**src/rtl/clw_pkg.sv**
```systemverilog
package clw_pkg;
  localparam int OFS_W      = 4;
  localparam int DATA_W     = 32;
  localparam int MASK_W     = 6;
  localparam int CMP_BIT    = 1;
  localparam int ROUTE_BIT  = 31;
  localparam int PINF_W     = 6;
  localparam logic [MASK_W-1:0] MASK_RST = 6'h32;

  typedef enum logic [OFS_W-1:0] {
    SelCtrl    = 4'd0,
    SelPend    = 4'd1,
    SelMask    = 4'd2,
    SelMaskClr = 4'd3,
    SelMaskSet = 4'd4,
    SelCmpMap  = 4'd5,
    SelOther   = 4'd6,
    SelIdent   = 4'd7,
    SelCmpLo   = 4'd8,
    SelCmpHi   = 4'd9
  } regSel_e;

  typedef struct packed {
    logic wrMaskSet;
    logic wrMaskClr;
    logic wrMap;
    logic wrOther;
    logic wrCmp;
    logic rdEn;
  } strobe_t;
endpackage

```
**src/rtl/clw_ctrl.sv**
```systemverilog
module clw_ctrl
  import clw_pkg::*;
#(
  parameter int N_CORES = 4,
  parameter int MAX_PIN = 5,
  localparam int CORE_W = (N_CORES > 1) ? $clog2(N_CORES) : 1
) (
  input  logic                           regValid,
  input  logic                           regWrite,
  input  logic                           regOther,
  input  logic [OFS_W-1:0]               regOfs,
  input  logic [CORE_W-1:0]              regCore,
  input  logic [DATA_W-1:0]              regWdata,
  input  logic [N_CORES-1:0][CORE_W-1:0] otherVec,
  output strobe_t                        strb,
  output logic [CORE_W-1:0]              tgtCore
);
  logic isWr;
  logic otherOk;
  logic pinOk;

  // The other window follows the requester's pointer.
  assign tgtCore = regOther ? otherVec[regCore] : regCore;
  assign isWr    = regValid && regWrite;
  assign otherOk = regWdata < DATA_W'(N_CORES);
  assign pinOk   = regWdata[PINF_W-1:0] <= PINF_W'(MAX_PIN);

  always_comb begin
    strb           = '0;
    strb.rdEn      = regValid && !regWrite;
    strb.wrMaskSet = isWr && (regOfs == SelMaskSet);
    strb.wrMaskClr = isWr && (regOfs == SelMaskClr);
    strb.wrMap     = isWr && (regOfs == SelCmpMap) && pinOk;
    strb.wrOther   = isWr && (regOfs == SelOther) && otherOk;
    strb.wrCmp     = isWr && (regOfs == SelCmpLo);
  end
endmodule

```
**src/rtl/clw_datapath.sv**
```systemverilog
module clw_datapath
  import clw_pkg::*;
#(
  parameter int N_CORES = 4,
  parameter int MAX_PIN = 5,
  localparam int CORE_W   = (N_CORES > 1) ? $clog2(N_CORES) : 1,
  localparam int NUM_PINS = MAX_PIN + 1,
  localparam int PIN_W    = (NUM_PINS > 1) ? $clog2(NUM_PINS) : 1
) (
  input  logic                             clk,
  input  logic                             rstN,
  input  strobe_t                          strb,
  input  logic [CORE_W-1:0]                tgtCore,
  input  logic [OFS_W-1:0]                 regOfs,
  input  logic [DATA_W-1:0]                regWdata,
  input  logic [N_CORES-1:0]               timerHit,
  output logic [N_CORES-1:0][CORE_W-1:0]   otherVec,
  output logic                             rdValid,
  output logic [DATA_W-1:0]                rdData,
  output logic [N_CORES-1:0]               cmpReq,
  output logic [N_CORES-1:0][NUM_PINS-1:0] pinVec,
  output logic                             cmpFwdValid,
  output logic [CORE_W-1:0]                cmpFwdCore,
  output logic [DATA_W-1:0]                cmpFwdValue
);
  logic [N_CORES-1:0][MASK_W-1:0] maskVec;
  logic [N_CORES-1:0]             pendVec;
  logic [N_CORES-1:0]             routeVec;
  logic [N_CORES-1:0][PIN_W-1:0]  pinSelVec;
  logic [N_CORES-1:0][DATA_W-1:0] cmpVec;
  logic [DATA_W-1:0]              rdMux;

  for (genvar c = 0; c < N_CORES; c++) begin : g_core
    logic              sel;
    logic [MASK_W-1:0] maskQ;
    logic              pendQ;
    logic              routeQ;
    logic [PIN_W-1:0]  pinQ;
    logic [CORE_W-1:0] otherQ;
    logic [DATA_W-1:0] cmpQ;

    assign sel = (tgtCore == CORE_W'(c));

    always_ff @(posedge clk) begin
      if (!rstN) begin
        maskQ  <= MASK_RST;
        pendQ  <= 1'b0;
        routeQ <= 1'b1;
        pinQ   <= '0;
        otherQ <= '0;
        cmpQ   <= '1;
      end else begin
        if (sel && strb.wrMaskSet) maskQ <= maskQ | regWdata[MASK_W-1:0];
        if (sel && strb.wrMaskClr) maskQ <= maskQ & ~regWdata[MASK_W-1:0];
        if (sel && strb.wrMap) begin
          routeQ <= regWdata[ROUTE_BIT];
          pinQ   <= regWdata[PIN_W-1:0];
        end
        if (sel && strb.wrOther) otherQ <= regWdata[CORE_W-1:0];
        if (sel && strb.wrCmp) begin
          cmpQ  <= regWdata;
          pendQ <= 1'b0;
        end
        // A match in the same cycle as an acknowledge wins.
        if (timerHit[c]) pendQ <= 1'b1;
      end
    end

    assign maskVec[c]   = maskQ;
    assign pendVec[c]   = pendQ;
    assign routeVec[c]  = routeQ;
    assign pinSelVec[c] = pinQ;
    assign otherVec[c]  = otherQ;
    assign cmpVec[c]    = cmpQ;
    assign cmpReq[c]    = pendQ && maskQ[CMP_BIT] && routeQ;
    assign pinVec[c]    = cmpReq[c] ? (NUM_PINS'(1) << pinQ) : '0;
  end

  always_comb begin
    rdMux = '0;
    case (regOfs)
      SelPend:   rdMux[CMP_BIT] = pendVec[tgtCore];
      SelMask:   rdMux[MASK_W-1:0] = maskVec[tgtCore];
      SelCmpMap: begin
        rdMux[ROUTE_BIT]   = routeVec[tgtCore];
        rdMux[PIN_W-1:0]   = pinSelVec[tgtCore];
      end
      SelOther:  rdMux[CORE_W-1:0] = otherVec[tgtCore];
      SelIdent:  rdMux[CORE_W-1:0] = tgtCore;
      SelCmpLo:  rdMux = cmpVec[tgtCore];
      default:   rdMux = '0;
    endcase
  end

  always_ff @(posedge clk) begin
    if (!rstN) begin
      rdValid     <= 1'b0;
      rdData      <= '0;
      cmpFwdValid <= 1'b0;
      cmpFwdCore  <= '0;
      cmpFwdValue <= '0;
    end else begin
      rdValid     <= strb.rdEn;
      if (strb.rdEn) rdData <= rdMux;
      cmpFwdValid <= strb.wrCmp;
      if (strb.wrCmp) begin
        cmpFwdCore  <= tgtCore;
        cmpFwdValue <= regWdata;
      end
    end
  end
endmodule

```
**src/rtl/core_local_irq_window.sv**
```systemverilog
module core_local_irq_window
  import clw_pkg::*;
#(
  parameter int N_CORES = 4,
  parameter int MAX_PIN = 5,
  localparam int CORE_W   = (N_CORES > 1) ? $clog2(N_CORES) : 1,
  localparam int NUM_PINS = MAX_PIN + 1
) (
  input  logic                          clk,
  input  logic                          rstN,
  input  logic                          regValid,
  input  logic                          regWrite,
  input  logic                          regOther,
  input  logic [3:0]                    regOfs,
  input  logic [CORE_W-1:0]             regCore,
  input  logic [31:0]                   regWdata,
  output logic                          rdValid,
  output logic [31:0]                   rdData,
  input  logic [N_CORES-1:0]            timerHit,
  output logic [N_CORES-1:0]            cmpReq,
  output logic [N_CORES*NUM_PINS-1:0]   pinLines,
  output logic                          cmpFwdValid,
  output logic [CORE_W-1:0]             cmpFwdCore,
  output logic [31:0]                   cmpFwdValue
);
  strobe_t                          strb;
  logic [CORE_W-1:0]                tgtCore;
  logic [N_CORES-1:0][CORE_W-1:0]   otherVec;
  logic [N_CORES-1:0][NUM_PINS-1:0] pinVec;

  clw_ctrl #(.N_CORES(N_CORES), .MAX_PIN(MAX_PIN)) ctrl_i (
    .regValid(regValid), .regWrite(regWrite), .regOther(regOther),
    .regOfs(regOfs), .regCore(regCore), .regWdata(regWdata),
    .otherVec(otherVec), .strb(strb), .tgtCore(tgtCore)
  );

  clw_datapath #(.N_CORES(N_CORES), .MAX_PIN(MAX_PIN)) dp_i (
    .clk(clk), .rstN(rstN), .strb(strb), .tgtCore(tgtCore),
    .regOfs(regOfs), .regWdata(regWdata), .timerHit(timerHit),
    .otherVec(otherVec), .rdValid(rdValid), .rdData(rdData),
    .cmpReq(cmpReq), .pinVec(pinVec), .cmpFwdValid(cmpFwdValid),
    .cmpFwdCore(cmpFwdCore), .cmpFwdValue(cmpFwdValue)
  );

  assign pinLines = pinVec;
endmodule

```
**config.mk**
```make
export PLATFORM = sky130hd
export DESIGN_NAME = core_local_irq_window
export DESIGN_NICKNAME = d
export VERILOG_FILES = /design/src/rtl/clw_pkg.sv /design/src/rtl/clw_ctrl.sv /design/src/rtl/clw_datapath.sv /design/src/rtl/core_local_irq_window.sv
export SDC_FILE = /design/constraint.sdc
export NUM_CORES = 1
export LEC_CHECK = 0
export CAP_MARGIN = 20
export CORE_MARGIN = 4
export CORE_UTILIZATION = 50
export DETAILED_ROUTE_END_ITERATION = 10
export PLACE_DENSITY = 0.77
export SLEW_MARGIN = 20
export SYNTH_ARGS = -nofsm -noshare
export SYNTH_HDL_FRONTEND = slang
export SYNTH_SLANG_ARGS = --single-unit
```
**constraint.sdc**
```tcl
create_clock -name clk -period 2.5 [get_ports clk]
set_input_delay 0.75 -clock clk [delete_from_list [all_inputs] [get_ports clk]]
set_output_delay 0.75 -clock clk [all_outputs]
set_load 0.1 [all_outputs]
```
# == After elaboration in Yosys (flattened, before gate mapping) ==
# Cells that the tools add are included.
# op_classes
n_lt_le_gt_ge,4
shifts,4
mux,41
bitwise_logic,9
add_sub_neg,0
n_eq_ne,11
mul,0
reduce_logical,47
div,0
# ops
cell,n
6-bit 2-to-1 mux,13
32-bit binary-select mux with 2-bit select,1
1-bit logical AND,37
32-bit by 3-bit less-than comparator with 1-bit output (second input constant),1
32-bit 2-to-1 mux,1
25-bit 2-to-1 mux,1
6-bit AND,4
6-bit OR,4
1-bit by 3-bit left shift with 6-bit output (first input constant),4
4-bit by 3-bit == test with 1-bit output (second input constant),4
2-bit nonzero test,8
6-bit binary-select mux with 2-bit select,1
1-bit 2-to-1 mux,10
2-bit binary-select mux with 2-bit select,2
4-bit by 2-bit == test with 1-bit output (second input constant),2
3-bit binary-select mux with 2-bit select,1
6-bit by 3-bit less-or-equal comparator with 1-bit output (second input constant),1
2-bit by 3-bit less-than comparator with 1-bit output (second input constant),2
2-bit 2-to-1 mux,3
6-bit inverter,1
1-bit one-hot mux with 6 select lines,1
3-bit one-hot mux with 2 select lines,1
1-bit one-hot mux with 5 select lines,1
1-bit binary-select mux with 2-bit select,2
other kinds (9),10
# totals
ram_bits,0
elab_cells,145
rom_bits,0
register_bits,248
input_bits,47
out_inout_bits,96
latch_bits,0
memories,0

# == Depth between registers and ports, before layout ==
# Gate-level depths: netlist of run 1.
# depth
depth_word,7
depth_mapped,10
mapped_depth_nobuf,7

# == By module ==
# Synthesis of run 1 repeated with hierarchy kept, for this count alone.
# unflattened
hier_cells,1204
hier_area_um2,10610.2
# by_module_without_submodules
module,cells_per_inst,instances,seq_area_each_um2,area_per_inst_um2
clw_datapath,1172,1,4964.8,10397.5
clw_ctrl,32,1,0.0,212.7

# == Worst setup path before layout of run 1 ==
# OpenSTA, ideal clock, no wires.
# synth_timing
path_type,register to output
startpoint,register (tool-made name)
endpoint,output port pinLines[2]
path_buffers,0
arrival_time_ns,3.601
required_time_ns,1.750
path_stages_with_launch,3
path_slack_ns,-1.851
path_cell_list,dfxtp_1 nand3_1 nor4b_1
# synth_rtl
item,line,rtl
to (decl),core_local_irq_window.sv:21,"output logic [N_CORES*NUM_PINS-1:0] pinLines,"

# == Final worst setup path of run 1 ==
# layout_timing
startpoint,register dp_i.g_core[1].pendQ
endpoint,output port pinLines[8]
# layout_via
elab_chain_cells,3
# layout_lines
item,line,rtl
from (decl),clw_datapath.sv:36,logic pendQ;
from (signal assigned),clw_datapath.sv:47,pendQ <= 1'b0;
from (signal assigned),clw_datapath.sv:62,pendQ <= 1'b0;
from (signal assigned),clw_datapath.sv:65,if (timerHit[c]) pendQ <= 1'b1;
1-bit logical AND (2 in a row),clw_datapath.sv:75,assign cmpReq[c] = pendQ && maskQ[CMP_BIT] && routeQ;
6-bit 2-to-1 mux,clw_datapath.sv:76,assign pinVec[c] = cmpReq[c] ? (NUM_PINS'(1) << pinQ) : '0;
# No other way between the ends.

==> results of run 1 <==
-- routing by layer --
metal	wire, µm	part of all wire (%)
met1	13200	41
met4	902	2.8
met5	0	0
met2	15600	48
met3	2710	8.4
-- worst max-delay path, cell delays in order, from the launching register on --
cell     delay [ns]
dfxtp_1        0.38
nand3_2        0.15
inv_2          0.11
nand2_1        0.10
nor3_2         0.20
buf_12         0.21
-- Yosys cell counts, types with 22 or more instances --
library cell,instances,area [µm²]
mux2i_1,41,410
a21boi_0,43,323
nor2_1,29,109
clkbuf_1,62,233
nor2b_1,52,325
a21oi_1,22,110
a22oi_1,28,210
buf_2,25,125
mux4_2,35,788
dfxtp_1,248,4960
nand2_1,409,1540
nand3_1,162,811
-- area by class of cell --
| class | instances | area (µm²) |
|---|---|---|
| clock inverter | 2 | 10.0 |
| clock buffer | 41 | 808 |
| multi-input combinational | 908 | 5540 |
| tap | 275 | 344 |
| sequential | 248 | 4980 |
| fill | 1589 | 6500 |
| timing repair buffer | 275 | 2820 |
| inverter | 6 | 26.3 |
-- power by group through the flow --
| stage | combinational (µW) | sequential, µW | clock (µW) |
|---|---|---|---|
| CTS | 850 | 4000 | 3750 |
| floorplan | 374 | 4160 | 0 |
| global route | 919 | 4000 | 3910 |
| detailed placement | 843 | 4080 | 0 |
| global placement | 838 | 4080 | 0 |
| finish | 874 | 4000 | 3700 |
-- metrics by stage --
stage	hold WS, ns	cell area [µm²]	power (µW)
6_report	0.464	14500	8570
2_1_floorplan	0.435	10800	4530
3_5_place_dp	0.453	13500	4930
4_1_cts	0.464	14400	8590
5_1_grt	0.480	14500	8820
3_3_place_gp	0.446	13500	4920
-- repair_timing --
action	in CTS	in global routing
setup endpoints to repair	128	160
pin swaps	3	7
gates resized for setup	14	28
gates cloned	0	1
buffers inserted	0	4
-- sequential cells by signal, indices dropped and copies added, names as in the netlist, named ones only --
register / cells
dp_i.cmpFwdValid: 1
dp_i.g_core.pendQ: 4
dp_i.g_core.cmpQ: 128
dp_i.cmpFwdValue: 32
dp_i.g_core.pinQ: 12
dp_i.g_core.routeQ: 4
dp_i.cmpFwdCore: 2
dp_i.g_core.otherQ: 8
dp_i.rdValid: 1
dp_i.rdData: 32
-- cells by family after synthesis --
logic type | Yosys count
compound gates | 118
buf+inv | 102
flops | 248
simple gates | 712
mux | 78
-- path summary, 6_finish.rpt --
path / to / startpoint / slack (ns) / cells after the start
min: dp_i.rdData[4] / dp_i.rdData[4] / 0.46 / 2
max: pinLines[8] / dp_i.g_core[1].pendQ / 0.07 / 5
min reg2reg: dp_i.rdData[4] / dp_i.rdData[4] / 0.46 / 2
max reg2reg: dp_i.rdData[6] / dp_i.g_core[1].otherQ[0] / 0.36 / 7
==> summary.md, run 1 <==
| Metric | Value |
|---|---|
| Outcome | `finished clean` |
| Post-synth EDFFs | `0` |
| DR vias/cell | `5.70` |
| Leak | `0.00620 µW` |
| Cells after Synth | `between 1000 and 1500` |
| Layout cells sized above 1 | `24.9%` |
| Met3 GRT Util | `4.56%` |
| Power Internal | `6520 µW` |
| Seq cells post-synth | `248` |
| Drt wl/cell | `between 15 and 20 µm` |
| Kind of critical path | `reg -> out` |
| Synth Area in Compound Gates | `7.88%` |
| FP Rows | `53` |
| Met2 usage | `44.1%` |
| IO Pins | `143` |
| Seq pwr share | `46.7%` |
| Syn_nets | `1305` |
| First-pass DRT Iterations | `6` |
| Highest Clock Rate | `just over 0.4 GHz` |
| Via count | `10000` |
| CTS hold repair buffers | `0` |
| Sw Share | `23.9%` |
| Post-Place Cells | `between 1500 and 2000` |
| Post-layout minimum cycle time | `2.43 ns` |
| Area Overhead vs Synth | `36.2%` |
| Worst-Skew Late Latency | `0.52 ns` |
| Pwr dens | `~600 nW/µm²` |
| Most used routing layer | `met2` |
| Total Neg Setup Slack | `0 ns` |
| Post-Synth Simple-Gate Area | `29.9%` |
| Ant. Diodes | `0` |
| TritonCTS Sinks | `248` |
| Sw power | `2050 µW` |
| Post-synthesis adder-cell area fraction | `0%` |
| Synthesized area | `10700 µm²` |
| Root Buffer | `clkbuf_16` |
| Placer Congestion | `a little over 0.9` |
| Clock power frac | `43.1%` |
| Setup WS post-layout | `0.0715 ns` |
| Post-DP HPWL | `21.8 mm` |
| Worst endpoint required time | `1.75 ns` |
| Final slew viol count | `0` |
| Syn Area/Cell | `between 8 and 9 µm²` |
| Fin. Hold Viols | `0` |
| Tot GR Track Use | `a little over a quarter` |
| Cell Count, Final, Fillers Out | `~1800` |
| Combinational share of power | `10.2%` |
| Largest net degree at the start of global routing | `138` |
| Die height | `154 µm` |
| Most common cell after layout, fill and taps aside | `nand2_1` |
| Worst-Margin Slew | `0.530 ns` |
| Synth Area in XOR/XNOR | `0%` |
| H-tree depth | `1` |
| CTS Buf Count | `26` |
| Initial drt markers | `approximately 1000` |
| CP endpoint kind | `output pin` |
| Total Routed Length | `32.4 mm` |
| Max-Cap Viols | `0` |
| Initial core utilization | `between 50% and 60%` |
| Placeable Area | `21000 µm²` |
| Clk buf depth | `3` |
| Detailed-route DRC error count | `0` |
| CP max FO | `4` |
| Die Wd | `154 µm` |
| Worst Skew | `between 0.007 and 0.008 ns` |
| Period utilization | `a little over nine tenths` |
| Post-DRT Antenna Nets | `0` |
| Fin nets | `1512` |
| Rel. slew slack | `about 65%` |
| Commonest non-fill, non-tap cells in the layout | `405 x nand2_1, 239 x dfxtp_1, 177 x buf_4, 158 x nand3_1, 51 x nor2b_1` |
| Synth cell types | `49` |
| Met1 Use GR | `36.2%` |
| Startpoint Class | `register` |
| Initial antenna violation count | `0` |
| Vias in the first global route | `just over 10000` |
| Final setup violation count | `0` |
| Post-Route Utilization | `just under 70%` |
| YS warnings | `0` |
| Die area | `23700 µm²` |
| Synth async-reset ratio | `0%` |
| First-pass GRT wire length | `roughly 53 mm` |
| Gr ovfl total | `0` |
| Largest family of logic cells by synthesized area | `simple AND/OR/NAND/NOR gates` |
| PortBufs | `142` |
| Register area share after synthesis | `46.6%` |
| Clock transition time at the flip-flop clock pins of the worst setup and hold paths | `around 0.060 ns` |
| Mux contribution to synthesized area | `11.5%` |
| Maximum vdd ir drop | `0.451 mV` |
| Min-Delay Path Class | `reg -> reg` |
| Place WS | `-0.617 ns` |
| Worst Path Arrival | `1.68 ns` |
| Synth Flop Type | `dfxtp_1` |
| CTS tree | `built` |
(Power assumes the default switching activity.)
==> inputs of run 2 (changes only) <==
CORE_UTILIZATION = 52   (was 50)
PLACE_DENSITY = 0.76   (was 0.77)
SKIP_LAST_GASP = 1   (was unset)
clock period = 2.3 ns   (was 2.5 ns; I/O delays follow)
==> run 2 against run 1 <==
The run now ends with setup timing left. Worst hold slack got worse by 0.017 ns. Via count up 3.1%. Setup slack lost 0.074 ns. Largest cell class unchanged.
==> summary.md, run 2 (synthesized netlist as in run 1, its figures left out) <==
| Metric | Value |
|---|---|
| Outcome | `complete, but fails checks` |
| Failing checks | `setup timing` |
| Initial core utilization | `52.7%` |
| Rel. slew slack | `about 66%` |
| Final slew viol count | `0` |
| CTS Buf Count | `27` |
| R2R setup slack | `0.13 ns` |
| Placer Congestion | `0.959` |
| Hold Path Cell Cnt | `2` |
| Area Overhead vs Synth | `40.8%` |
| Max-Cap Viols | `0` |
| Tot GR Track Use | `29.2%` |
| Pwr dens | `657 nW/µm²` |
| CTS tree | `built` |
| Worst Path Arrival | `1.61 ns` |
| Placeable Area | `20200 µm²` |
| Design area | `15000 µm²` |
| Fin nets | `between 1500 and 2000` |
| Worst r2r path cells | `7` |
| Clk buf depth | `3` |
| Total Neg Setup Slack | `-0.00231 ns` |
| Initial antenna violation count | `0` |
| Gr ovfl total | `0` |
| Post-DP HPWL | `21.6 mm` |
| Largest net degree at the start of global routing | `85` |
| Drt wl/cell | `19.2 µm` |
| Post-Place Cells | `1696` |
| First-pass GRT wire length | `roughly 53 mm` |
| Biggest register | `dp_i.g_core.cmpQ` |
| Maximum vdd ir drop | `0.528 mV` |
| Critical R2R Launch | `dp_i.g_core[1].otherQ[0]` |
| Max reg flops | `128` |
| Worst-Margin Slew | `0.503 ns` |
| IO Pins | `143` |
| Clock transition time at the flip-flop clock pins of the worst setup and hold paths | `0.06 ns` |
| Post-layout minimum cycle time | `2.30 ns` |
| Worst R2R End | `dp_i.rdData[26]` |
| Most common cell after layout, fill and taps aside | `nand2_1` |
| Min-Delay Path Class | `in -> reg` |
| Detailed-route DRC error count | `0` |
| CP max FO | `4` |
| RSZ-0062 raised after global routing | `true` |
| Commonest non-fill, non-tap cells in the layout | `403 x nand2_1, 225 x dfxtp_1, 190 x buf_4, 157 x nand3_1, 52 x nor2b_1` |
| Initial drt markers | `1023` |
| H-tree depth | `1` |
| CP endpoint kind | `output pin` |
| Via count | `10300` |
| Highest Clock Rate | `around 0.43 GHz` |
| Post-DRT Antenna Nets | `0` |
| Die area | `22900 µm²` |
| First-pass DRT Iterations | `5` |
| FP Rows | `52` |
| Vias in the first global route | `10100` |
| Layout cells sized above 1 | `27.9%` |
| Setup WS post-layout | `-0.00231 ns` |
| Cell Count, Final, Fillers Out | `1773` |
| Worst Skew | `0.0147 ns` |
| Fin. Hold Viols | `0` |
| Total Routed Length | `34.0 mm` |
| Die height | `~150 µm` |
| Root Buffer | `clkbuf_16` |
| Die Wd | `between 150 and 200 µm` |
| Regs by FF count | `dp_i.g_core.cmpQ: 128 flops, dp_i.cmpFwdValue: 32 flops, dp_i.rdData: 32 flops` |
| PortBufs | `142` |
| Total power | `9870 µW` |
| Worst endpoint required time | `1.61 ns` |
| Startpoint Class | `register` |
| Kind of critical path | `reg -> out` |
| Placed inst area | `13600 µm²` |
| Leak | `0.00638 µW` |
| Worst-Skew Late Latency | `0.53 ns` |
| Hold_sp | `rstN` |
| DR vias/cell | `5.81` |
| TritonCTS Sinks | `about 250` |
| Period utilization | `100%` |
| Final setup violation count | `1` |
| Post-Route Utilization | `74.2%` |
| Ant. Diodes | `0` |
## run 2: cell types whose count changed in the layout (fill, tap and decap cells not counted), sizes merged
cell and delta:
inv -1, dlymetal6s2s +2, clkbuf -2, bufinv +4, dlygate4sd2 +2, buf +16
clkinvlp +3, clkdlybuf4s50 -5, clkinv +2, bufbuf +1, a31oi +1
## run 2: cell type report
class	instances	area [µm²]
Multi-Input combinational cell	909	5710
Fill cell	1428	5220
Sequential cell	248	5010
Timing Repair Buffer	291	3000
Clock buffer	39	771
Tap cell	270	338
Clock inverter	10	160
Inverter	6	33.8
## run 2: power breakdown
part	switching [µW]	internal, µW	leakage [µW]
logic	596	433	0.00391
clock network	1730	2770	0.000454
registers	20.6	4320	0.00201
total	2340	7520	0.00638
## run 2: worst max path at each step
stage / slack, ns / from / to
2_1_floorplan: -0.52 / dp_i.g_core[1].pinQ[2] / pinLines[6]
3_3_place_gp: -0.76 / regCore[1] / dp_i.rdData[21]
3_5_place_dp: -0.85 / regCore[1] / dp_i.rdData[22]
4_1_cts: -0.01 / register / pinLines[1]
5_1_grt: -0.07 / dp_i.g_core[0].routeQ / pinLines[0]
6_report: -0.002 / register / pinLines[1]
## run 2: per-layer routing
metal / vias up / track usage [%] / share of wire (%)
met2: 525 / 47.4 / 48
met4: 0 / 11.0 / 3.6
met3: 93 / 4.61 / 8.7
met5: - / 0 / 0
li1: 4761 / - / -
met1: 4930 / 39.3 / 40
## run 2: timing repair
action,CTS,global route
cloned,4,0
gates resized for setup,41,27
hold buffers,0,0
buffers inserted,17,7
pin swaps,12,6
setup endpoints to repair,227,112
## run 2: worst max-delay path: stages, from the launching register on
cell and delay, ns:
dfxtp_4 0.37, nand3_4 0.13, nor2_4 0.17, nand2_2 0.08, nor2_4 0.14, buf_12 0.18
## run 2: per-stage QoR
stage	hold slack [ns]	setup slack, ns
after global placement	0.445	-0.762
after CTS	0.427	-0.0132
after detailed placement	0.451	-0.847
after global routing	0.456	-0.0655
final	0.447	-0.00231
after floorplan	0.435	-0.516
==> inputs of run 3 (changes only) <==
ABC_CLOCK_PERIOD_IN_PS = 2300   (was unset)
REMOVE_ABC_BUFFERS = 1   (was unset)
==> run 3 against run 2 <==
The flow still finishes with violations (setup timing). Non-clock buffer count down 2. Cell count decreased by 0.39%. Utilization decreased by 0.63 points. Die area stayed put. Final area shrank 0.85%. Critical endpoint is now pinLines[3].
==> summary.md, run 3 (synthesized netlist as in run 1, its figures left out) <==
| Metric | Value |
|---|---|
| Outcome | `complete, but fails checks` |
| Failing checks | `setup timing` |
| Clock transition time at the flip-flop clock pins of the worst setup and hold paths | `roughly 0.07 ns` |
| Placer Congestion | `0.951` |
| Worst r2r path cells | `9` |
| Fillers | `around 1400` |
| Highest Clock Rate | `0.433 GHz` |
| Critical R2R Launch | `dp_i.g_core[0].otherQ[0]` |
| Initial antenna violation count | `0` |
| Placed inst area | `13300 µm²` |
| Final setup violation count | `3` |
| Via count | `roughly 10000` |
| Max-Cap Viols | `0` |
| Worst Path Arrival | `1.62 ns` |
| Die area | `22900 µm²` |
| Worst endpoint required time | `1.61 ns` |
| Area Overhead vs Synth | `39.6%` |
| Die Wd | `between 150 and 200 µm` |
| Period utilization | `100%` |
| RSZ-0062 raised after global routing | `true` |
| IO Pins | `143` |
| Ant. Diodes | `0` |
| Setup crit start | `dp_i.g_core[0].pinQ[1]` |
| Worst setup path endpoint | `pinLines[3]` |
| Pwr dens | `roughly 670 nW/µm²` |
| CP max FO | `6` |
| First-pass GRT wire length | `52.8 mm` |
| Biggest register | `dp_i.g_core.cmpQ` |
| Post-DRT Antenna Nets | `0` |
| Fin. Hold Viols | `0` |
| TritonCTS Sinks | `248` |
| Largest net degree at the start of global routing | `102` |
| FP Rows | `52` |
| CTS Buf Count | `25` |
| Most common cell after layout, fill and taps aside | `nand2_1` |
| Initial drt markers | `approximately 940` |
| Clk buf depth | `3` |
| Maximum vdd ir drop | `0.561 mV` |
| Gr ovfl total | `0` |
| Vias in the first global route | `10200` |
| Die height | `between 150 and 200 µm` |
| Final slew viol count | `0` |
| Design area | `approximately 15000 µm²` |
| Regs by FF count | `dp_i.g_core.cmpQ: 128 flops, dp_i.cmpFwdValue: 32 flops, dp_i.rdData: 32 flops` |
| Post-DP HPWL | `~21 mm` |
| Setup WS post-layout | `-0.00874 ns` |
| Worst Skew | `approximately 0.014 ns` |
| Layout cells sized above 1 | `about 28%` |
| Commonest non-fill, non-tap cells in the layout | `405 x nand2_1, 230 x dfxtp_1, 189 x buf_4, 157 x nand3_1, 51 x nor2b_1` |
| Startpoint Class | `register` |
| Rel. slew slack | `55.3%` |
| Drt wl/cell | `19.2 µm` |
| Worst R2R End | `dp_i.rdData[1]` |
| Placeable Area | `20200 µm²` |
| Max reg flops | `128` |
| Total Routed Length | `33.8 mm` |
| Kind of critical path | `reg -> out` |
| Tot GR Track Use | `29.0%` |
| CTS tree | `built` |
| Worst-Margin Slew | `0.668 ns` |
| H-tree depth | `1` |
| Initial core utilization | `between 50% and 60%` |
| Leak | `0.00633 µW` |
| Hold WS | `0.461 ns` |
| Fin nets | `approximately 1500` |
| First-pass DRT Iterations | `5` |
| Hold_sp | `dp_i.g_core[3].cmpQ[4]` |
| Root Buffer | `clkbuf_16` |
| Detailed-route DRC error count | `0` |
| Worst-Skew Late Latency | `0.54 ns` |
| Min-Delay Path Class | `reg -> reg` |
| DR vias/cell | `approximately 5.8` |
| CP endpoint kind | `output pin` |
| CTS hold repair buffers | `0` |
| Post-layout minimum cycle time | `2.31 ns` |
| R2R setup slack | `about 0.01 ns` |
| PortBufs | `142` |
-- run 3: cell types whose count changed in the layout (fill, tap and decap cells not counted), moves of 5 or more --
cell	delta
a22oi_2	+8
dfxtp_1	+5
a22oi_1	-8
nor2_4	-7
nor3_4	-6
nor3_2	+5
nor2_2	+5
dfxtp_2	-7
clkbuf_1	-5
-- run 3: metal layers --
layer / up-vias / routed length, µm / GRT usage (%)
met3: 127 / 3180 / 5.45
li1: 4752 / - / -
met5: - / 0 / 0
met1: 4824 / 12900 / 36.6
met2: 565 / 16300 / 48.0
met4: 0 / 1510 / 13.4
-- run 3: worst min path at each step --
stage	endpoint	depth (start not counted)
6_report	dp_i.g_core[3].cmpQ[4]	2
5_1_grt	dp_i.g_core[1].cmpQ[8]	2
4_1_cts	dp_i.g_core[0].cmpQ[14]	2
3_5_place_dp	dp_i.g_core[3].cmpQ[4]	2
3_3_place_gp	dp_i.g_core[0].cmpQ[9]	2
2_1_floorplan	dp_i.g_core[2].cmpQ[10]	2
-- run 3: stage by stage --
stage / power, µW / TNS [ns] / worst slack, ns / util [%] / instances
2_1_floorplan: 4830 / -309.59 / -1.99 / - / 1162
3_3_place_gp: 5340 / -131.68 / -0.670 / 65.6 / 1699
3_5_place_dp: 5350 / -145.13 / -0.738 / 65.6 / 1699
4_1_cts: 10000 / -0.280 / -0.0644 / 72.7 / 1762
5_1_grt: 10300 / -0.762 / -0.147 / 73.6 / 1766
6_report: 10000 / -0.0181 / -0.00874 / 73.6 / 1766
-- run 3: area by class of cell --
cell class              instances  area, µm²  area share (%)
multi-input cells             908       5630            37.8
flip-flops and latches        248       5010            33.7
repair buffers                289       2920            19.6
clock buffers                  35        743            4.99
well taps                     270        338            2.27
clock inverters                10        221            1.49
inverters                       6       27.5           0.185
-- run 3: what timing repair did --
item | 4_1_cts | 5_1_grt
buffers inserted | 15 | 5
gates cloned | 3 | 0
resized for setup | 75 | 44
pin swaps | 12 | 16
endpoints found under the setup margin | 223 | 117
-- run 3: worst max-delay path: stages, from the launching register on --
cell	delay (ns)
dfxtp_1	0.53
nor4bb_4	0.33
buf_12	0.22
-- run 3: where the power goes --
| group | internal (µW) | leakage, µW | switching (µW) |
|---|---|---|---|
| combinational | 417 | 0.00385 | 591 |
| clock | 2940 | 0.000471 | 1760 |
| sequential | 4310 | 0.00201 | 21.8 |
